<file path="config.mk">
export PLATFORM = sky130hd
export DESIGN_NAME = chan_clear_ctrl
export DESIGN_NICKNAME = d
export VERILOG_FILES = /design/src/rtl/chan_clear_pkg.sv /design/src/rtl/chan_clear_edge.sv /design/src/rtl/chan_clear_slot.sv /design/src/rtl/chan_clear_ctrl.sv
export SDC_FILE = /design/constraint.sdc
export NUM_CORES = 1
export LEC_CHECK = 0
export BUFFER_PORTS_ARGS = -buffer_cell sky130_fd_sc_hd__buf_2
export CAP_MARGIN = 20
export CORE_ASPECT_RATIO = 0.6
export CORE_UTILIZATION = 49
export DETAILED_ROUTE_END_ITERATION = 8
export GPL_ROUTABILITY_DRIVEN = 0
export PLACE_DENSITY = 0.8
export SLEW_MARGIN = 5
export SYNTH_ARGS = -nofsm -noshare
export SYNTH_HDL_FRONTEND = slang
export SYNTH_SLANG_ARGS = --single-unit
</file>
<file path="constraint.sdc">
create_clock -name clk_i -period 1.2 [get_ports clk_i]
set_clock_uncertainty 0.15 [all_clocks]
set_input_delay 0.06 -clock clk_i [delete_from_list [all_inputs] [get_ports clk_i]]
set_output_delay 0.06 -clock clk_i [all_outputs]
set_load 0.05 [all_outputs]
</file>
<file path="src/rtl/chan_clear_pkg.sv">
package chan_clear_pkg;
  localparam int unsigned DEF_NUM_CH      = 4;
  localparam int unsigned DEF_CODE_W      = 12;
  localparam int unsigned DEF_SYNC_STAGES = 2;
endpackage

</file>
<file path="src/rtl/chan_clear_edge.sv">
module chan_clear_edge #(
  parameter int unsigned SYNC_STAGES = chan_clear_pkg::DEF_SYNC_STAGES
) (
  input  logic clk_i,
  input  logic rst_ni,
  input  logic clr_i,
  output logic pulse_o
);
  logic [SYNC_STAGES-1:0] sync_q;
  logic                   prev_q;

  always_ff @(posedge clk_i or negedge rst_ni) begin
    if (!rst_ni) sync_q[0] <= 1'b0;
    else         sync_q[0] <= clr_i;
  end

  for (genvar s = 1; s < SYNC_STAGES; s++) begin : g_stage
    always_ff @(posedge clk_i or negedge rst_ni) begin
      if (!rst_ni) sync_q[s] <= 1'b0;
      else         sync_q[s] <= sync_q[s-1];
    end
  end

  always_ff @(posedge clk_i or negedge rst_ni) begin
    if (!rst_ni) prev_q <= 1'b0;
    else         prev_q <= sync_q[SYNC_STAGES-1];
  end

  assign pulse_o = sync_q[SYNC_STAGES-1] & ~prev_q;

  AST_SINGLE_PULSE: assert property (@(posedge clk_i) disable iff (!rst_ni)
    pulse_o |=> !pulse_o);
endmodule

</file>
<file path="src/rtl/chan_clear_slot.sv">
module chan_clear_slot #(
  parameter int unsigned CODE_W = chan_clear_pkg::DEF_CODE_W
) (
  input  logic              clk_i,
  input  logic              rst_ni,
  input  logic              clr_pulse_i,
  input  logic              data_we_i,
  input  logic [CODE_W-1:0] data_i,
  input  logic              ccode_we_i,
  input  logic [CODE_W-1:0] ccode_i,
  input  logic              cen_we_i,
  input  logic              cen_i,
  output logic [CODE_W-1:0] code_o
);
  logic [CODE_W-1:0] ccode_q;
  logic [CODE_W-1:0] out_q;
  logic              en_q;
  logic              do_clear;

  assign do_clear = clr_pulse_i & en_q;

  always_ff @(posedge clk_i or negedge rst_ni) begin
    if (!rst_ni) begin
      ccode_q <= '0;
      en_q    <= 1'b0;
      out_q   <= '0;
    end else begin
      if (ccode_we_i) ccode_q <= ccode_i;
      if (cen_we_i)   en_q    <= cen_i;
      // clear outranks a same-cycle data write
      if (do_clear)       out_q <= ccode_q;
      else if (data_we_i) out_q <= data_i;
    end
  end

  assign code_o = out_q;

  AST_CLEAR_LOADS: assert property (@(posedge clk_i) disable iff (!rst_ni)
    (clr_pulse_i && en_q) |=> (code_o == $past(ccode_q)));
  AST_PRIO_CLEAR: assert property (@(posedge clk_i) disable iff (!rst_ni)
    (clr_pulse_i && en_q && data_we_i && (data_i != ccode_q)) |=> (code_o != $past(data_i)));
  AST_DISABLED_HOLD: assert property (@(posedge clk_i) disable iff (!rst_ni)
    (clr_pulse_i && !en_q && !data_we_i) |=> $stable(code_o));
  AST_WRITE_LANDS: assert property (@(posedge clk_i) disable iff (!rst_ni)
    (data_we_i && !(clr_pulse_i && en_q)) |=> (code_o == $past(data_i)));
  AST_IDLE_HOLD: assert property (@(posedge clk_i) disable iff (!rst_ni)
    (!data_we_i && !clr_pulse_i) |=> $stable(code_o));
endmodule

</file>
<file path="src/rtl/chan_clear_ctrl.sv">
module chan_clear_ctrl #(
  parameter  int unsigned NUM_CH      = chan_clear_pkg::DEF_NUM_CH,
  parameter  int unsigned CODE_W      = chan_clear_pkg::DEF_CODE_W,
  parameter  int unsigned SYNC_STAGES = chan_clear_pkg::DEF_SYNC_STAGES,
  localparam int unsigned CH_W        = (NUM_CH > 1) ? $clog2(NUM_CH) : 1
) (
  input  logic                           clk_i,
  input  logic                           rst_ni,
  input  logic                           data_we_i,
  input  logic [CH_W-1:0]                data_ch_i,
  input  logic [CODE_W-1:0]              data_i,
  input  logic                           ccode_we_i,
  input  logic [CH_W-1:0]                ccode_ch_i,
  input  logic [CODE_W-1:0]              ccode_i,
  input  logic                           cen_we_i,
  input  logic [CH_W-1:0]                cen_ch_i,
  input  logic                           cen_i,
  input  logic                           clr_i,
  output logic [NUM_CH-1:0][CODE_W-1:0]  code_o
);
  logic              clr_pulse;
  logic [NUM_CH-1:0] data_sel, ccode_sel, cen_sel;

  chan_clear_edge #(.SYNC_STAGES(SYNC_STAGES)) u_edge (
    .clk_i  (clk_i),
    .rst_ni (rst_ni),
    .clr_i  (clr_i),
    .pulse_o(clr_pulse)
  );

  for (genvar c = 0; c < NUM_CH; c++) begin : g_ch
    assign data_sel[c]  = data_we_i  && (data_ch_i  == CH_W'(c));
    assign ccode_sel[c] = ccode_we_i && (ccode_ch_i == CH_W'(c));
    assign cen_sel[c]   = cen_we_i   && (cen_ch_i   == CH_W'(c));

    chan_clear_slot #(.CODE_W(CODE_W)) u_slot (
      .clk_i      (clk_i),
      .rst_ni     (rst_ni),
      .clr_pulse_i(clr_pulse),
      .data_we_i  (data_sel[c]),
      .data_i     (data_i),
      .ccode_we_i (ccode_sel[c]),
      .ccode_i    (ccode_i),
      .cen_we_i   (cen_sel[c]),
      .cen_i      (cen_i),
      .code_o     (code_o[c])
    );
  end

  AST_WRITE_ONEHOT: assert property (@(posedge clk_i) disable iff (!rst_ni)
    $onehot0(data_sel) && $onehot0(ccode_sel) && $onehot0(cen_sel));
  AST_RESET_ZERO: assert property (@(posedge clk_i)
    $rose(rst_ni) |-> (code_o == '0));
endmodule

</file>
==> results of run 1 <==
-- through the flow --
stage	TNS (ns)	instance area, sq um
final	-5.47	6210
after global routing	-7.53	6210
after CTS	-4.54	5830
after detailed placement	-7.84	5070
after global placement	-4.33	5070
after floorplan	0	4330
-- final cells by class --
cell class	instances	area (sq um)
clock buffers	12	246
clock inverters	3	20.0
well taps	112	140
flip-flops and latches	103	2580
repair buffers	146	1260
fillers	529	2320
multi-input cells	222	1960
-- synthesized netlist by cell type --
cell / instances / area share
dfrtp_1: 103 / 0.60
nor3b_2: 2 / 0.0058
buf_6: 1 / 0.0026
nor2_1: 1 / 0.00087
and3b_1: 6 / 0.012
clkbuf_1: 2 / 0.0017
mux2_2: 52 / 0.14
a2bb2oi_1: 48 / 0.098
buf_4: 7 / 0.012
buf_2: 10 / 0.012
nor3b_1: 1 / 0.0017
or3b_4: 1 / 0.0026
a21oi_1: 48 / 0.056
nand2_1: 53 / 0.046
and3_1: 1 / 0.0015
nand3_1: 3 / 0.0035
nor2b_1: 1 / 0.0015
nand3b_1: 5 / 0.0087
-- state kept, by name, indices dropped and copies added, names as in the netlist --
name                 cells
g_ch.u_slot.ccode_q     48
g_ch.u_slot.code_o      48
g_ch.u_slot.en_q         4
u_edge.prev_q            1
u_edge.sync_q            2
-- report_power, final --
part / switching (mW) / leakage (nW) / internal [mW] / total, mW
registers: 0.577 / 1.21 / 4.27 / 4.85
logic: 2.76 / 1.46 / 1.71 / 4.46
clock network: 1.25 / 0.125 / 1.45 / 2.70
-- cell families after synthesis --
group / count (synthesis) / share of synthesized area
flops: 103 / 0.598
compound gates: 96 / 0.153
simple gates: 74 / 0.0845
mux: 52 / 0.136
buf+inv: 20 / 0.0282
-- routing by layer --
metal,GRT usage,up-vias
met5,0,-
met4,0.0736,0
met3,0.0848,25
met2,0.430,152
met1,0.416,1833
li1,-,1530
-- what timing repair did --
item | 4_1_cts | 5_1_grt
setup endpoints to repair | 65 | 76
buffers inserted | 2 | 1
gates resized for setup | 49 | 90
endpoints found under the hold margin | 204 | 2
hold buffers | 31 | 2
pin swaps | 4 | 10
cloned | 0 | 2
-- layout by cell type, fill, tap and decap left out, types with 5 or more instances in the layout --
cell type	instances
a21oi_1	18
a21oi_2	25
a21oi_4	5
a2bb2oi_1	23
a2bb2oi_2	25
buf_12	10
buf_2	40
buf_4	29
buf_6	9
clkbuf_16	9
clkbuf_4	23
dfrtp_1	101
dlygate4sd3_1	31
mux2_2	51
nand2_1	50
nand3b_1	5
-- worst reg2reg max path, cell delays in order (launching register included) --
cell and delay (ns):
dfrtp_2 0.45, and3b_2 0.24, buf_12 0.15, a21oi_1 0.21, a2bb2oi_2 0.08
-- final timing paths --
check,startpoint,to,slack [ns]
max,u_edge.sync_q[1],g_ch[2].u_slot.code_o[6],-0.20
min,rst_ni,g_ch[3].u_slot.ccode_q[0],-0.004
max reg2reg,u_edge.sync_q[1],g_ch[2].u_slot.code_o[6],-0.20
min reg2reg,u_edge.sync_q[0],u_edge.sync_q[1],0.23
max in group asynchronous,rst_ni,g_ch[3].u_slot.ccode_q[6],0.45
min in group clk_i,data_ch_i[1],g_ch[0].u_slot.code_o[2],0.09
==> flow_summary_export.csv, run 1 <==
group,metric,value,unit
yosys,ys_warn_count,0,
power_and_ir_drop,ir_worst_vdd,0.00103,V
grt,grtUsageTotal,0.288,
power_and_ir_drop,p_per_area,1940,nW/um^2
clock_tree,root_buffer,"clkbuf_16",
floorplanning,row_count,26,
grt,grt_pass1_vias,3337,
finish,fin_nets,519,
timing,timing.fmax,713,MHz
worst_hold_path,hold_path.class,"in2async",
yosys,ys_seq_area_frac,0.598,
critical_path,crit_required,1.28,ns
timing,setup_ws,-0.202,ns
critical_path,slowest_delay,0.45,ns
timing,hold_slack,-0.00356,ns
critical_path,path_cells,"and3b_2, buf_12, a21oi_1, a2bb2oi_2",
power_and_ir_drop,finalPower,12.0,mW
critical_path,path_delay_family,"flip-flops",
run_status,status,"finished, violations left",
critical_path,critPathMaxFanout,12,
yosys,synth_cell_type_count,18,
critical_path,start_kind,"register",
timing,rsz0062_at_grt,"true",
critical_path,crit_arrival,1.48,ns
floorplanning,die_height,74.6,um
route,ant_nets,0,
timing,worst_pin_slew,0.797,ns
critical_path,path_buf_inv,1,
critical_path,worstSetupPathDepth,4,
placed_design,dpl.cell_count,547,
placed_design,dp_hpwl,8310,um
clock_tree,cts_made_buffers,9,
floorplanning,core_area,8520,sq um
route,wl_per_cell,22.4,um
clock_tree,htreeDepth,3,
clock_tree,clkSinkCount,103,
finish,syn_to_final_growth,44.0,%
yosys,avgSynthCellArea,12.5,sq um
critical_path,critPathCaptureType,"register",
placed_design,place_ws,-0.328,ns
route,drtPass1Iterations,5,
grt,antenna_found_initial,0,
route,top_layer,"met4",
yosys,synth_nets,382,
route,wl_met2,5960,um
route,vias,3540,
floorplanning,die_w,123,um
critical_path,slowest_stage,"dfrtp_2",
clock_tree,clk_pin_slew,0.07,ns
grt,grt-ovfl-total,0,
finish,n_antenna_cell,0,
run_status,violations,"negative hold slack, negative setup slack",
route,dr_wl_met3,1120,um
timing,relSlewSlack,0.468,
critical_path,critPathKind,"reg2reg",
timing,finalCritPeriodShare,1.17,
grt,grt_max_degree,29,
flow_run,max_cap_viol_count,0,
grt,grt_pass1_wl,18700,um
route,drc,0,
yosys,syn_inst,345,
clock_tree,clock_path_buffers,2,
floorplanning,initial_core_util,0.506,
route,drt_iter0_drc,272,
clock_tree,tritoncts,"built",
floorplanning,pin_count,85,
yosys,ys_ff_latch,103,
finish,final_cells,598,
critical_path,reg2regPathDepth,4,
timing,setup_viol,49,
floorplanning,die_area,9190,sq um
route,drt-vias-per-instance,5.92,
route,wl,13400,um
power_and_ir_drop,p_leak,2.80,nW
route,wl_met1,6110,um
clock_tree,clk_latency,0.35,ns
finish,drive_gt1_frac,0.512,
finish,fin_util,0.728,
timing,slew_viol_final,0,
timing,fin_crit,1.40,ns
timing,hold_viol,11,
yosys,syn-cell-area,4310,sq um
placed_design,port_buffers,84,
(Power assumes the default switching activity.)
==> run 2: changes to the inputs <==
--- a/config.mk
+++ b/config.mk
@@ -5,13 +5,14 @@
 export SDC_FILE = /design/constraint.sdc
 export NUM_CORES = 1
 export LEC_CHECK = 0
+export ABC_AREA = 1
 export BUFFER_PORTS_ARGS = -buffer_cell sky130_fd_sc_hd__buf_2
 export CAP_MARGIN = 20
 export CORE_ASPECT_RATIO = 0.6
-export CORE_UTILIZATION = 49
+export CORE_UTILIZATION = 50
 export DETAILED_ROUTE_END_ITERATION = 8
 export GPL_ROUTABILITY_DRIVEN = 0
-export PLACE_DENSITY = 0.8
+export PLACE_DENSITY = 0.81
 export SLEW_MARGIN = 5
 export SYNTH_ARGS = -nofsm -noshare
 export SYNTH_HDL_FRONTEND = slang
==> flow_summary_export.csv, run 2 <==
group,metric,value,unit
clock_tree,clkSinkCount,103,
route,drtPass1Iterations,8,
critical_path,path_buf_inv,3,
critical_path,slowest_stage,"dfrtp_1",
yosys,syn-cell-area,4580,sq um
clock_tree,hold_buffers,32,
timing,hold_slack,-0.0483,ns
yosys,synth_nets,596,
critical_path,path_cells,"inv_4, buf_8, buf_6, nand4_1, nand2_1, nand2_1, nand2_1",
clock_tree,cts_made_buffers,9,
yosys,yosysMostFrequentCell,"nand2_1",
critical_path,crit_arrival,1.69,ns
yosys,synthFlopType,"dfrtp_1",
finish,n_antenna_cell,0,
placed_design,dp_hpwl,8830,um
critical_path,path_delay_family,"simple AND/OR/NAND/NOR gates",
timing,tns,-8.05,ns
route,vias,4764,
clock_tree,clk_latency,0.35,ns
grt,grt-ovfl-total,0,
run_status,status,"finished, violations left",
placed_design,dpl_cell_area,5340,sq um
route,drt_iter0_drc,527,
clock_tree,root_buffer,"clkbuf_16",
finish,finalInstanceArea,6560,sq um
grt,grtUsageTotal,0.291,
power_and_ir_drop,p_leak,3.43,nW
timing,rsz0062_at_grt,"true",
grt,antenna_found_initial,0,
route,drc,5,
floorplanning,die_height,76.1,um
finish,layout_commonest_cell,"nand2_1",
yosys,ys_warn_count,0,
floorplanning,row_count,26,
finish,drive_gt1_frac,0.306,
timing,slew_viol_final,0,
yosys,async_reset_ff_frac,1.00,
yosys,yosys-top-cells-area,"dfrtp_1 (56%), nand2_1 (19%), nand3_1 (7.0%)",
yosys,syn_inst,559,
grt,grt_max_degree,45,
floorplanning,pin_count,85,
finish,fin_util,0.755,
yosys,ys_seq_area_frac,0.563,
critical_path,cp_common_cell,"nand2_1",
route,drt-vias-per-instance,5.83,
route,ant_nets,0,
yosys,synth_common_cells,"nand2_1 (229), dfrtp_1 (103), nand3_1 (64)",
timing,hold_viol,9,
timing,timing.fmax,645,MHz
timing,finalCritPeriodShare,1.29,
critical_path,start_kind,"register",
yosys,synth_top_area_frac,0.563,
timing,worst_pin_slew,0.735,ns
placed_design,dpl.cell_count,761,
power_and_ir_drop,ir_worst_vdd,0.00128,V
yosys,synth_edf_count,0,
grt,grt_pass1_wl,21500,um
yosys,ys_ff_latch,103,
clock_tree,clk_pin_slew,0.07,ns
clock_tree,clock_path_buffers,2,
grt,grt_pass1_vias,4411,
yosys,avgSynthCellArea,8.19,sq um
timing,setup_ws,-0.349,ns
finish,syn_to_final_growth,43.2,%
critical_path,critPathMaxFanout,10,
yosys,synth_cell_type_count,17,
finish,final_cells,817,
timing,fin_crit,1.55,ns
finish,final_cell_mix,"nand2_1 (194), dfrtp_1 (102), o21ai_1 (42)",
critical_path,slowest_delay,0.41,ns
worst_hold_path,hold_path.class,"in2async",
placed_design,place_ws,-0.236,ns
clock_tree,tritoncts,"built",
finish,fin_nets,737,
route,wl_per_cell,18.0,um
placed_design,port_buffers,84,
critical_path,critPathCaptureType,"register",
floorplanning,core_area,8690,sq um
route,wl,14700,um
run_status,violations,"design-rule violations, negative hold slack, negative setup slack",
floorplanning,die_area,9560,sq um
flow_run,max_cap_viol_count,0,
floorplanning,initial_core_util,0.527,
power_and_ir_drop,p_per_area,1750,nW/um^2
floorplanning,die_w,126,um
timing,relSlewSlack,0.509,
yosys,yosysTopAreaCell,"dfrtp_1",
timing,setup_viol,48,
critical_path,critPathKind,"reg2reg",
clock_tree,htreeDepth,3,
critical_path,crit_required,1.34,ns
-- run 2: cell types whose count changed in the layout (fill, tap and decap cells not counted), moves of 18 or more --
cell,delta
nand3_1,+33
a2bb2oi_1,-23
a21oi_1,-18
o21ai_1,+42
nand4_1,+27
a21oi_2,-25
a2bb2oi_2,-25
nand2_2,+26
nand2_1,+144
nand3_2,+27
inv_1,+40
mux2_2,-51
-- run 2: worst paths after layout --
path / cells after the start / slack [ns] / to / start
setup / recovery: 7 / -0.35 / g_ch[2].u_slot.code_o[7] / u_edge.prev_q
hold / removal: 2 / -0.05 / g_ch[3].u_slot.ccode_q[9] / rst_ni
setup reg to reg: 7 / -0.35 / g_ch[2].u_slot.code_o[7] / u_edge.prev_q
hold reg to reg: 0 / 0.23 / u_edge.sync_q[1] / u_edge.sync_q[0]
max in group asynchronous: 3 / 0.34 / g_ch[0].u_slot.code_o[6] / rst_ni
min in group clk_i: 5 / 0.04 / g_ch[0].u_slot.code_o[9] / data_we_i
-- run 2: timing repair --
action,in CTS,in global routing
endpoints found under the hold margin,203,9
setup buffers,1,4
endpoints found under the setup margin,51,93
pin swaps,7,37
gates cloned,1,3
resized for setup,36,114
-- run 2: cells by family (layout without fill, tap and decap cells) --
| kind of cell | count (synthesis) | count (layout) | synth area share |
|---|---|---|---|
| flops | 103 | 103 | 0.563 |
| simple gates | 332 | 334 | 0.314 |
| compound gates | 52 | 52 | 0.0568 |
| buf+inv | 72 | 216 | 0.0661 |
-- run 2: metrics by stage --
stage / power (mW) / hold slack [ns]
5_1_grt: 12.0 / -0.0379
3_3_place_gp: 7.75 / -0.238
2_1_floorplan: 6.84 / -0.386
6_report: 11.5 / -0.0483
4_1_cts: 11.1 / 0.00993
3_5_place_dp: 7.84 / -0.238
-- run 2: cell type report --
| class | count | area [sq um] |
|---|---|---|
| inverter | 49 | 206 |
| multi-input combinational | 386 | 2070 |
| clock buffer | 13 | 240 |
| sequential | 103 | 2580 |
| fill | 561 | 2130 |
| tap | 112 | 140 |
| timing repair buffer | 151 | 1250 |
| clock inverter | 3 | 67.6 |
-- run 2: report_power, final --
part	internal (mW)	total (mW)	switching [mW]
registers	4.15	4.59	0.441
logic	1.18	3.84	2.66
clock network	1.83	3.08	1.25
-- run 2: routing by layer --
metal / GRT usage / routed length, um / vias to the layer above
met5: 0 / 0 / -
li1: - / - / 2097
met3: 0.0667 / 1270 / 59
met2: 0.476 / 7250 / 301
met4: 0.106 / 502 / 0
met1: 0.380 / 5690 / 2307
